[config.mk]
export PLATFORM = sky130hd
export DESIGN_NAME = voq_router
export DESIGN_NICKNAME = d
export VERILOG_FILES = /design/src/rtl/voq_pkg.sv /design/src/rtl/voq_fifo.sv /design/src/rtl/voq_rr_arb.sv /design/src/rtl/voq_crd_bank.sv /design/src/rtl/voq_router.sv
export SDC_FILE = /design/constraint.sdc
export NUM_CORES = 2
export LEC_CHECK = 0
export ABC_AREA = 1
export BUFFER_PORTS_ARGS = -buffer_cell sky130_fd_sc_hd__buf_4
export CORE_UTILIZATION = 37
export DETAILED_ROUTE_END_ITERATION = 6
export GPL_ROUTABILITY_DRIVEN = 0
export PLACE_DENSITY = 0.63
export SLEW_MARGIN = 20
export SYNTH_ARGS = -nofsm -noshare
export SYNTH_HDL_FRONTEND = slang
export SYNTH_SLANG_ARGS = --single-unit
[constraint.sdc]
create_clock -name clk -period 15.85 [get_ports clk]
set_input_delay 0.7925 -clock clk [delete_from_list [all_inputs] [get_ports clk]]
set_output_delay 0.7925 -clock clk [all_outputs]
set_load 0.01 [all_outputs]
[src/rtl/voq_pkg.sv]
`timescale 1ns/1ps
package voq_pkg;
  // round-robin: next search start is the port just past the winner
  function automatic int rr_next(int win, int n);
    return (win + 1) % n;
  endfunction

  // credit counter step: +1 on a returned credit, -1 on a send
  function automatic int crd_step(int c, bit inc, bit dec);
    return c + (inc ? 1 : 0) - (dec ? 1 : 0);
  endfunction
endpackage

[src/rtl/voq_fifo.sv]
`timescale 1ns/1ps
module voq_fifo #(
  parameter int W     = 16,
  parameter int DEPTH = 4
) (
  input  logic         clk,
  input  logic         rst_n,
  input  logic         push,
  input  logic [W-1:0] din,
  input  logic         pop,
  output logic [W-1:0] dout,
  output logic         empty,
  output logic         full
);
  localparam int AW = (DEPTH > 1) ? $clog2(DEPTH) : 1;
  localparam int CW = $clog2(DEPTH + 1);

  logic [W-1:0]  mem [DEPTH];
  logic [AW-1:0] wp, rp;
  logic [CW-1:0] cnt;

  function automatic logic [AW-1:0] bump(input logic [AW-1:0] p);
    return (p == AW'(DEPTH - 1)) ? '0 : p + 1'b1;
  endfunction

  always_ff @(posedge clk) begin
    if (push) mem[wp] <= din;
  end

  always_ff @(posedge clk) begin
    if (!rst_n) begin
      wp  <= '0;
      rp  <= '0;
      cnt <= '0;
    end else begin
      if (push) wp <= bump(wp);
      if (pop)  rp <= bump(rp);
      cnt <= cnt + CW'(push) - CW'(pop);
    end
  end

  assign dout  = mem[rp];
  assign empty = (cnt == '0);
  assign full  = (cnt == CW'(DEPTH));
endmodule

[src/rtl/voq_rr_arb.sv]
`timescale 1ns/1ps
module voq_rr_arb #(
  parameter int N = 5
) (
  input  logic         clk,
  input  logic         rst_n,
  input  logic [N-1:0] req,
  output logic [N-1:0] gnt
);
  import voq_pkg::*;
  localparam int IW = (N > 1) ? $clog2(N) : 1;

  logic [IW-1:0] ptr;
  logic [IW-1:0] win;
  logic          hit;

  always_comb begin
    gnt = '0;
    win = '0;
    hit = 1'b0;
    for (int k = 0; k < N; k++) begin
      if (!hit && req[(int'(ptr) + k) % N]) begin
        hit = 1'b1;
        win = IW'((int'(ptr) + k) % N);
        gnt[(int'(ptr) + k) % N] = 1'b1;
      end
    end
  end

  // every grant is a transfer (credit checked in the request)
  always_ff @(posedge clk) begin
    if (!rst_n)   ptr <= '0;
    else if (hit) ptr <= IW'(rr_next(int'(win), N));
  end
endmodule

[src/rtl/voq_crd_bank.sv]
`timescale 1ns/1ps
module voq_crd_bank #(
  parameter int NDN   = 5,
  parameter int DEPTH = 4,
  parameter int SELW  = 3,
  localparam int CW   = $clog2(DEPTH + 1)
) (
  input  logic              clk,
  input  logic              rst_n,
  input  logic [NDN-1:0]    ret,
  input  logic              take,
  input  logic [SELW-1:0]   take_sel,
  output logic [NDN-1:0]    avail,
  output logic [NDN*CW-1:0] cnt_flat
);
  import voq_pkg::*;

  for (genvar d = 0; d < NDN; d++) begin : g_ctr
    logic [CW-1:0] cnt;
    logic          dec;
    assign dec = take && (take_sel == SELW'(d));
    always_ff @(posedge clk) begin
      if (!rst_n) cnt <= CW'(DEPTH);
      else        cnt <= CW'(crd_step(int'(cnt), ret[d], dec));
    end
    assign avail[d] = (cnt != '0);
    assign cnt_flat[d*CW +: CW] = cnt;
  end
endmodule

[src/rtl/voq_router.sv]
`timescale 1ns/1ps
module voq_router #(
  parameter int NPORT = 5,
  parameter int W     = 16,
  parameter int DEPTH = 4,
  localparam int SELW = $clog2(NPORT)
) (
  input  logic                   clk,
  input  logic                   rst_n,
  input  logic [NPORT-1:0]       in_valid,
  input  logic [NPORT*SELW-1:0]  in_qsel,
  input  logic [NPORT*W-1:0]     in_flit,
  output logic [NPORT*NPORT-1:0] crd_ret,
  output logic [NPORT-1:0]       out_valid,
  output logic [NPORT*W-1:0]     out_flit,
  input  logic [NPORT*NPORT-1:0] crd_in
);
  localparam int NQ = NPORT * NPORT;
  localparam int CW = $clog2(DEPTH + 1);

  // queue-indexed (i*NPORT+o) and output-indexed (o*NPORT+i) event wires
  logic [NQ-1:0]         q_push, q_empty, q_full;
  logic [NQ*W-1:0]       head_flat;
  logic [NQ-1:0]         req_om, gnt_om;
  logic [NQ-1:0]         avail_flat;
  logic [NQ*CW-1:0]      cnt_flat;
  logic [NPORT-1:0]      xfer;
  logic [NPORT*W-1:0]    xdata;
  logic [NQ-1:0]         pop_io;

  function automatic logic crd_ok(input logic [NPORT-1:0] av, input logic [SELW-1:0] s);
    crd_ok = 1'b0;
    for (int d = 0; d < NPORT; d++)
      if (s == SELW'(d)) crd_ok = av[d];
  endfunction

  for (genvar i = 0; i < NPORT; i++) begin : g_in
    for (genvar o = 0; o < NPORT; o++) begin : g_out
      localparam int Q = i * NPORT + o;
      if (i != o) begin : g_q
        logic [SELW-1:0] dsel;
        assign q_push[Q] = in_valid[i] && (in_qsel[i*SELW +: SELW] == SELW'(o));
        voq_fifo #(.W(W), .DEPTH(DEPTH)) u_q (
          .clk   (clk),
          .rst_n (rst_n),
          .push  (q_push[Q]),
          .din   (in_flit[i*W +: W]),
          .pop   (pop_io[Q]),
          .dout  (head_flat[Q*W +: W]),
          .empty (q_empty[Q]),
          .full  (q_full[Q])
        );
        assign dsel = head_flat[Q*W + W - SELW +: SELW];
        assign req_om[o*NPORT + i] = !q_empty[Q] && crd_ok(avail_flat[o*NPORT +: NPORT], dsel);
      end else begin : g_none
        assign q_push[Q]            = 1'b0;
        assign q_empty[Q]           = 1'b1;
        assign q_full[Q]            = 1'b0;
        assign head_flat[Q*W +: W]  = '0;
        assign req_om[o*NPORT + i]  = 1'b0;
      end
      assign pop_io[Q] = gnt_om[o*NPORT + i];
    end
  end

  for (genvar o = 0; o < NPORT; o++) begin : g_port
    voq_rr_arb #(.N(NPORT)) u_arb (
      .clk   (clk),
      .rst_n (rst_n),
      .req   (req_om[o*NPORT +: NPORT]),
      .gnt   (gnt_om[o*NPORT +: NPORT])
    );

    // crossbar column: AND-OR select of the granted queue head
    always_comb begin
      xdata[o*W +: W] = '0;
      for (int i = 0; i < NPORT; i++)
        if (gnt_om[o*NPORT + i]) xdata[o*W +: W] = xdata[o*W +: W] | head_flat[(i*NPORT + o)*W +: W];
    end
    assign xfer[o] = |gnt_om[o*NPORT +: NPORT];

    voq_crd_bank #(.NDN(NPORT), .DEPTH(DEPTH), .SELW(SELW)) u_crd (
      .clk      (clk),
      .rst_n    (rst_n),
      .ret      (crd_in[o*NPORT +: NPORT]),
      .take     (xfer[o]),
      .take_sel (xdata[o*W + W - SELW +: SELW]),
      .avail    (avail_flat[o*NPORT +: NPORT]),
      .cnt_flat (cnt_flat[o*NPORT*CW +: NPORT*CW])
    );

    always_ff @(posedge clk) begin
      if (!rst_n) begin
        out_valid[o]      <= 1'b0;
        out_flit[o*W +: W] <= '0;
      end else begin
        out_valid[o] <= xfer[o];
        if (xfer[o]) out_flit[o*W +: W] <= xdata[o*W +: W];
      end
    end
  end

  always_ff @(posedge clk) begin
    if (!rst_n) crd_ret <= '0;
    else        crd_ret <= pop_io;
  end
endmodule

==> results summary <==
The flow ran to the end, and the final reports show no timing, DRC or antenna violations. The clock network fraction of total power is a little over a fifth. After clock tree synthesis, the flow added hold-fix buffers numbering 0. The synthesized instance count is around 7,800.

Entering global routing, the biggest net connects 63 pins. The worst-margin pin slew is roughly 1.1 ns. The number of input and output port buffers inserted is ~240.

Measured along the x axis, the die boundary spans between 400 and 500 µm. By area the synthesized netlist is led by sky130_fd_sc_hd__edfxtp_1 49%, sky130_fd_sc_hd__dfxtp_1 9.8%, sky130_fd_sc_hd__nand2_1 6.9%. The worst register-to-register path has a depth of 34.

The number of antenna violations at the first check in global routing is 17. In this run the power spent charging and discharging nets is around 8.6 mW. Between clock sinks in the finished design, the worst skew comes to 0.0376 ns. The reported max-cap violation count is 0. Summing all multi-input logic gate instances after layout gives 27,700 µm². The die boundary height is roughly 460 µm. The post-CTS clock slew at the launch and capture registers of the worst setup and hold paths is 0.06 ns.

The required time of the worst setup path came out at 16.61 ns. The number of failing hold endpoints at the final stage came out at 0. The global-route wire length before repair came out at roughly 340,000 µm. The maximum level of the CTS H-tree came out at 4. The floorplan die area is 212,000 µm².

The total power divided by cell area is 214 nW/µm². The synthesized area is ~80,000 µm². The number of instances resized during post-cts repair is 0. The HPWL reported at the end of detailed placement came out at roughly 160,000 µm. By count the netlist is led by 1,432 x sky130_fd_sc_hd__nand2_1, 1,280 x sky130_fd_sc_hd__edfxtp_1, 1,017 x sky130_fd_sc_hd__nor2_1. The global-route total usage across every layer came out at about a fifth. The starting density of the core came out at 37.2%. The post-route netlist has approximately 11% of its cells at a drive strength greater than 1.

The total number of clock tree sinks is around 1,700. In this run the critical register-to-register path is launched from g_port[3].u_arb.ptr[0]. The mean routed wirelength per cell came out at between 20 and 25 µm. The total of warnings raised by yosys is 0.

The final number of max-transition violations is 0. Data on the critical path arrives at its endpoint at roughly 8.3 ns. The cell type with the highest aggregate area in the netlist is sky130_fd_sc_hd__edfxtp_1. The total iterations of the first detailed-routing run came out at 7.

In the final layout, flip-flops and latches occupy 46,100 µm². The leakage power came out at around 35 nW. The worst supply voltage drop on vdd is around 0.18 mV. The number of buffers inserted during clock tree synthesis is approximately 170. Summed over all layers, the routed wires come to around 230,000 µm. The maximum fanout count along the critical path is 21.

The fraction of synthesized cell area taken by the top area cell type is 49.3%. The power share of the sequential group came out at 28.5%. TritonCTS built the clock tree.

The pre-CTS setup slack came out at 8.35 ns. After filler insertion, the fill cell instance count of the layout stands at a little under 20,000. The internal portion of the total power is 10.2 mW.

The critical path is of the reg2reg type. In this run the worst hold path is classified as in2reg. Dividing the synthesized area by the synthesized cell count gives approximately 9.9 µm². The overall overflow remaining after global route came out at 0. The flip-flop and latch count after synthesis came out at between 1,500 and 2,000.

In this run the deepest clock path goes through 3 buffers. The number of enable flip-flop cells after synthesis came out at between 1,000 and 1,500. The endpoint identified for the worst register-to-register timing path is g_port[3].u_crd.g_ctr[0].cnt[2]. The longest individual stage delay on the worst path is around 0.90 ns.

The part of the total power dissipated in combinational logic is about 50%. Clock latency on the worst-skew pair, taken at its later pin, is 0.83 ns. The library cell with the highest instance count after synthesis is sky130_fd_sc_hd__nand2_1. The worst hold path begins at crd_in[23]. The share of synthesized registers carrying an async set or reset is 0%. The share of the Yosys chip area taken by registers is roughly 59%. The count of vias placed by the detailed router is roughly 57,000. The post-detailed-route count of antenna-violating nets is 0. The path with the worst hold slack has its endpoint at g_port[4].u_crd.g_ctr[3].cnt[0]. Setup violations remaining at the end of the flow were counted as 0. The post-route DRC violation count is 0. Timing would allow up to around 130 MHz. The post-synthesis to final-layout area growth is 13.0%. In this run the count of I/O pins placed on the die edge is about 240. The final setup slack of the worst path came out at between 8 and 9 ns. The period utilization came out at 47.8%. The most used flip-flop cell after synthesis is sky130_fd_sc_hd__edfxtp_1. Setup repair after global routing left no endpoint under its margin. The number of cells on the worst hold path is 4. The worst reg-to-reg setup slack came out at 8.28 ns. In this run switching power makes up 45.8% of total power. The number of global-route vias before repair came to ~53,000. The worst setup path is captured at a flip-flop.

The mean number of vias per cell came out at between 5 and 6. The post-layout utilization of the core came out at roughly 42%. By instance count, the cell type seen most on the critical path is sky130_fd_sc_hd__inv_1. The core area is roughly 210,000 µm². The post-CTS setup-driven buffer insertion count is 0. In this run the tightest slew margin relative to its limit is 25.8%. The net count of the finished layout is roughly 8,500. STA classifies the critical path startpoint as a flip-flop. The buffer cell driving the clock tree root is sky130_fd_sc_hd__clkbuf_16.

Summed over all failing endpoints, the final setup total negative slack is 0 ns. The clock period minus worst slack came out at about 7.6 ns. The DRC marker count from the first detailed-route iteration is 5,677. The final hold slack is 0.269 ns. For this design, the slowest cell found on the critical path is sky130_fd_sc_hd__dfxtp_1.

The synthesized netlist contains between 70 and 80 unique library cells. The row count is between 150 and 200.
registers in the layout (all words and copies together) (netlist names), named ones only:
name / cells
g_in.g_out.g_q.u_q.rp: 40
g_port.u_crd.g_ctr.cnt: 75
g_in.g_out.g_q.u_q.mem: 1280
g_port.u_arb.ptr: 15
out_valid: 5
g_in.g_out.g_q.u_q.wp: 40
g_in.g_out.g_q.u_q.cnt: 60
out_flit: 80
crd_ret: 25
area by class of cell:
| cell class | count | area share (%) |
|---|---|---|
| Sequential cell | 1660 | 52.3 |
| Timing Repair Buffer | 264 | 2.26 |
| Multi-Input combinational cell | 5100 | 31.5 |
| Antenna cell | 8 | 0.0227 |
| Inverter | 816 | 3.49 |
| Clock inverter | 87 | 0.997 |
| Tap cell | 2805 | 3.99 |
| Clock buffer | 241 | 5.50 |
power groups by stage:
stage	sequential, mW	clock, mW	combinational (mW)
finish	5.36	4.08	9.38
CTS	5.36	4.13	9.32
floorplan	5.31	0	6.76
global route	5.40	4.30	10.5
global placement	5.44	0	8.95
detailed placement	5.45	0	9.26
through the flow:
stage               cells  instance area, µm²  total power, mW
floorplan            7848               77900             12.1
global placement    10600               82300             14.4
detailed placement  10600               82300             14.7
CTS                 11000               88000             18.8
global route        11000               88100             20.2
finish              11000               88100             18.8
worst max-delay path: cells and delay by family, from the launching register on:
| family | cells | cell delay, ns |
|---|---|---|
| flip-flops | 1 | 0.90 |
| buffers and inverters | 7 | 0.94 |
| XOR/XNOR | 1 | 0.38 |
| AND/OR/NAND/NOR | 18 | 3.06 |
| adder cells (fa/ha/maj) | 7 | 1.86 |
| AO/OA/AOI/OAI | 1 | 0.34 |
placed cells by master, fill, tap and decap left out, types with 8 or more instances in the layout:
master and instances:
sky130_fd_sc_hd__nand2_1 1432, sky130_fd_sc_hd__edfxtp_1 1280, sky130_fd_sc_hd__nor2_1 943, sky130_fd_sc_hd__inv_1 760
sky130_fd_sc_hd__o21ai_0 704, sky130_fd_sc_hd__nand3_1 470, sky130_fd_sc_hd__dfxtp_1 375, sky130_fd_sc_hd__ha_1 343
sky130_fd_sc_hd__o22ai_1 273, sky130_fd_sc_hd__buf_4 263, sky130_fd_sc_hd__a21oi_1 202, sky130_fd_sc_hd__clkbuf_16 177
sky130_fd_sc_hd__nor2_2 106, sky130_fd_sc_hd__nand4_1 80, sky130_fd_sc_hd__nor3_1 77, sky130_fd_sc_hd__xor2_1 71
sky130_fd_sc_hd__nand2_2 51, sky130_fd_sc_hd__inv_2 50, sky130_fd_sc_hd__clkbuf_1 47, sky130_fd_sc_hd__fa_1 46
sky130_fd_sc_hd__o21ai_1 40, sky130_fd_sc_hd__nand3b_1 33, sky130_fd_sc_hd__nand3_2 33, sky130_fd_sc_hd__or2_2 32
sky130_fd_sc_hd__clkinv_2 31, sky130_fd_sc_hd__a211oi_1 25, sky130_fd_sc_hd__clkinv_1 23, sky130_fd_sc_hd__clkbuf_8 18
sky130_fd_sc_hd__a21oi_2 17, sky130_fd_sc_hd__nor2_4 17, sky130_fd_sc_hd__o211ai_1 10, sky130_fd_sc_hd__diode_2 8
sky130_fd_sc_hd__o21ai_2 8, sky130_fd_sc_hd__nand2_4 8, sky130_fd_sc_hd__bufinv_16 8
metal layers:
metal  GRT usage [%]  share of wire (%)  wire, µm
met4            7.92                3.8      8600
met3            3.34                6.9     15700
met5               0              0.050       115
met2            33.9                 46    106000
met1            28.3                 43     98000
how the worst max path moves through the flow:
stage                                           end  slack [ns]                    from
finish              g_port[3].u_crd.g_ctr[0].cnt[2]        8.28  g_port[3].u_arb.ptr[0]
global route        g_port[3].u_crd.g_ctr[0].cnt[2]        7.50  g_port[3].u_arb.ptr[0]
floorplan           g_port[3].u_crd.g_ctr[1].cnt[2]       10.22  g_port[3].u_arb.ptr[0]
global placement    g_port[3].u_crd.g_ctr[0].cnt[2]        8.50  g_port[3].u_arb.ptr[0]
detailed placement  g_port[3].u_crd.g_ctr[0].cnt[2]        8.35  g_port[3].u_arb.ptr[0]
CTS                 g_port[3].u_crd.g_ctr[0].cnt[2]        8.33  g_port[3].u_arb.ptr[0]
cells by family (layout without fill, tap and decap cells):
logic type                 count (synthesis)  in the layout  share of synthesized area (%)
adders and majority gates                389            389                           6.69
AOI/OAI and AO/OA                       1319           1319                           9.34
buffers and inverters                   1088           1408                           5.63
and+or+nand+nor                         3307           3307                           18.3
DFF                                     1660           1660                           59.1
xor gates and xnor gates                  80             80                          0.928
other                                      1             13                        0.00481
Note: power is estimated with default switching activity, not from simulation.
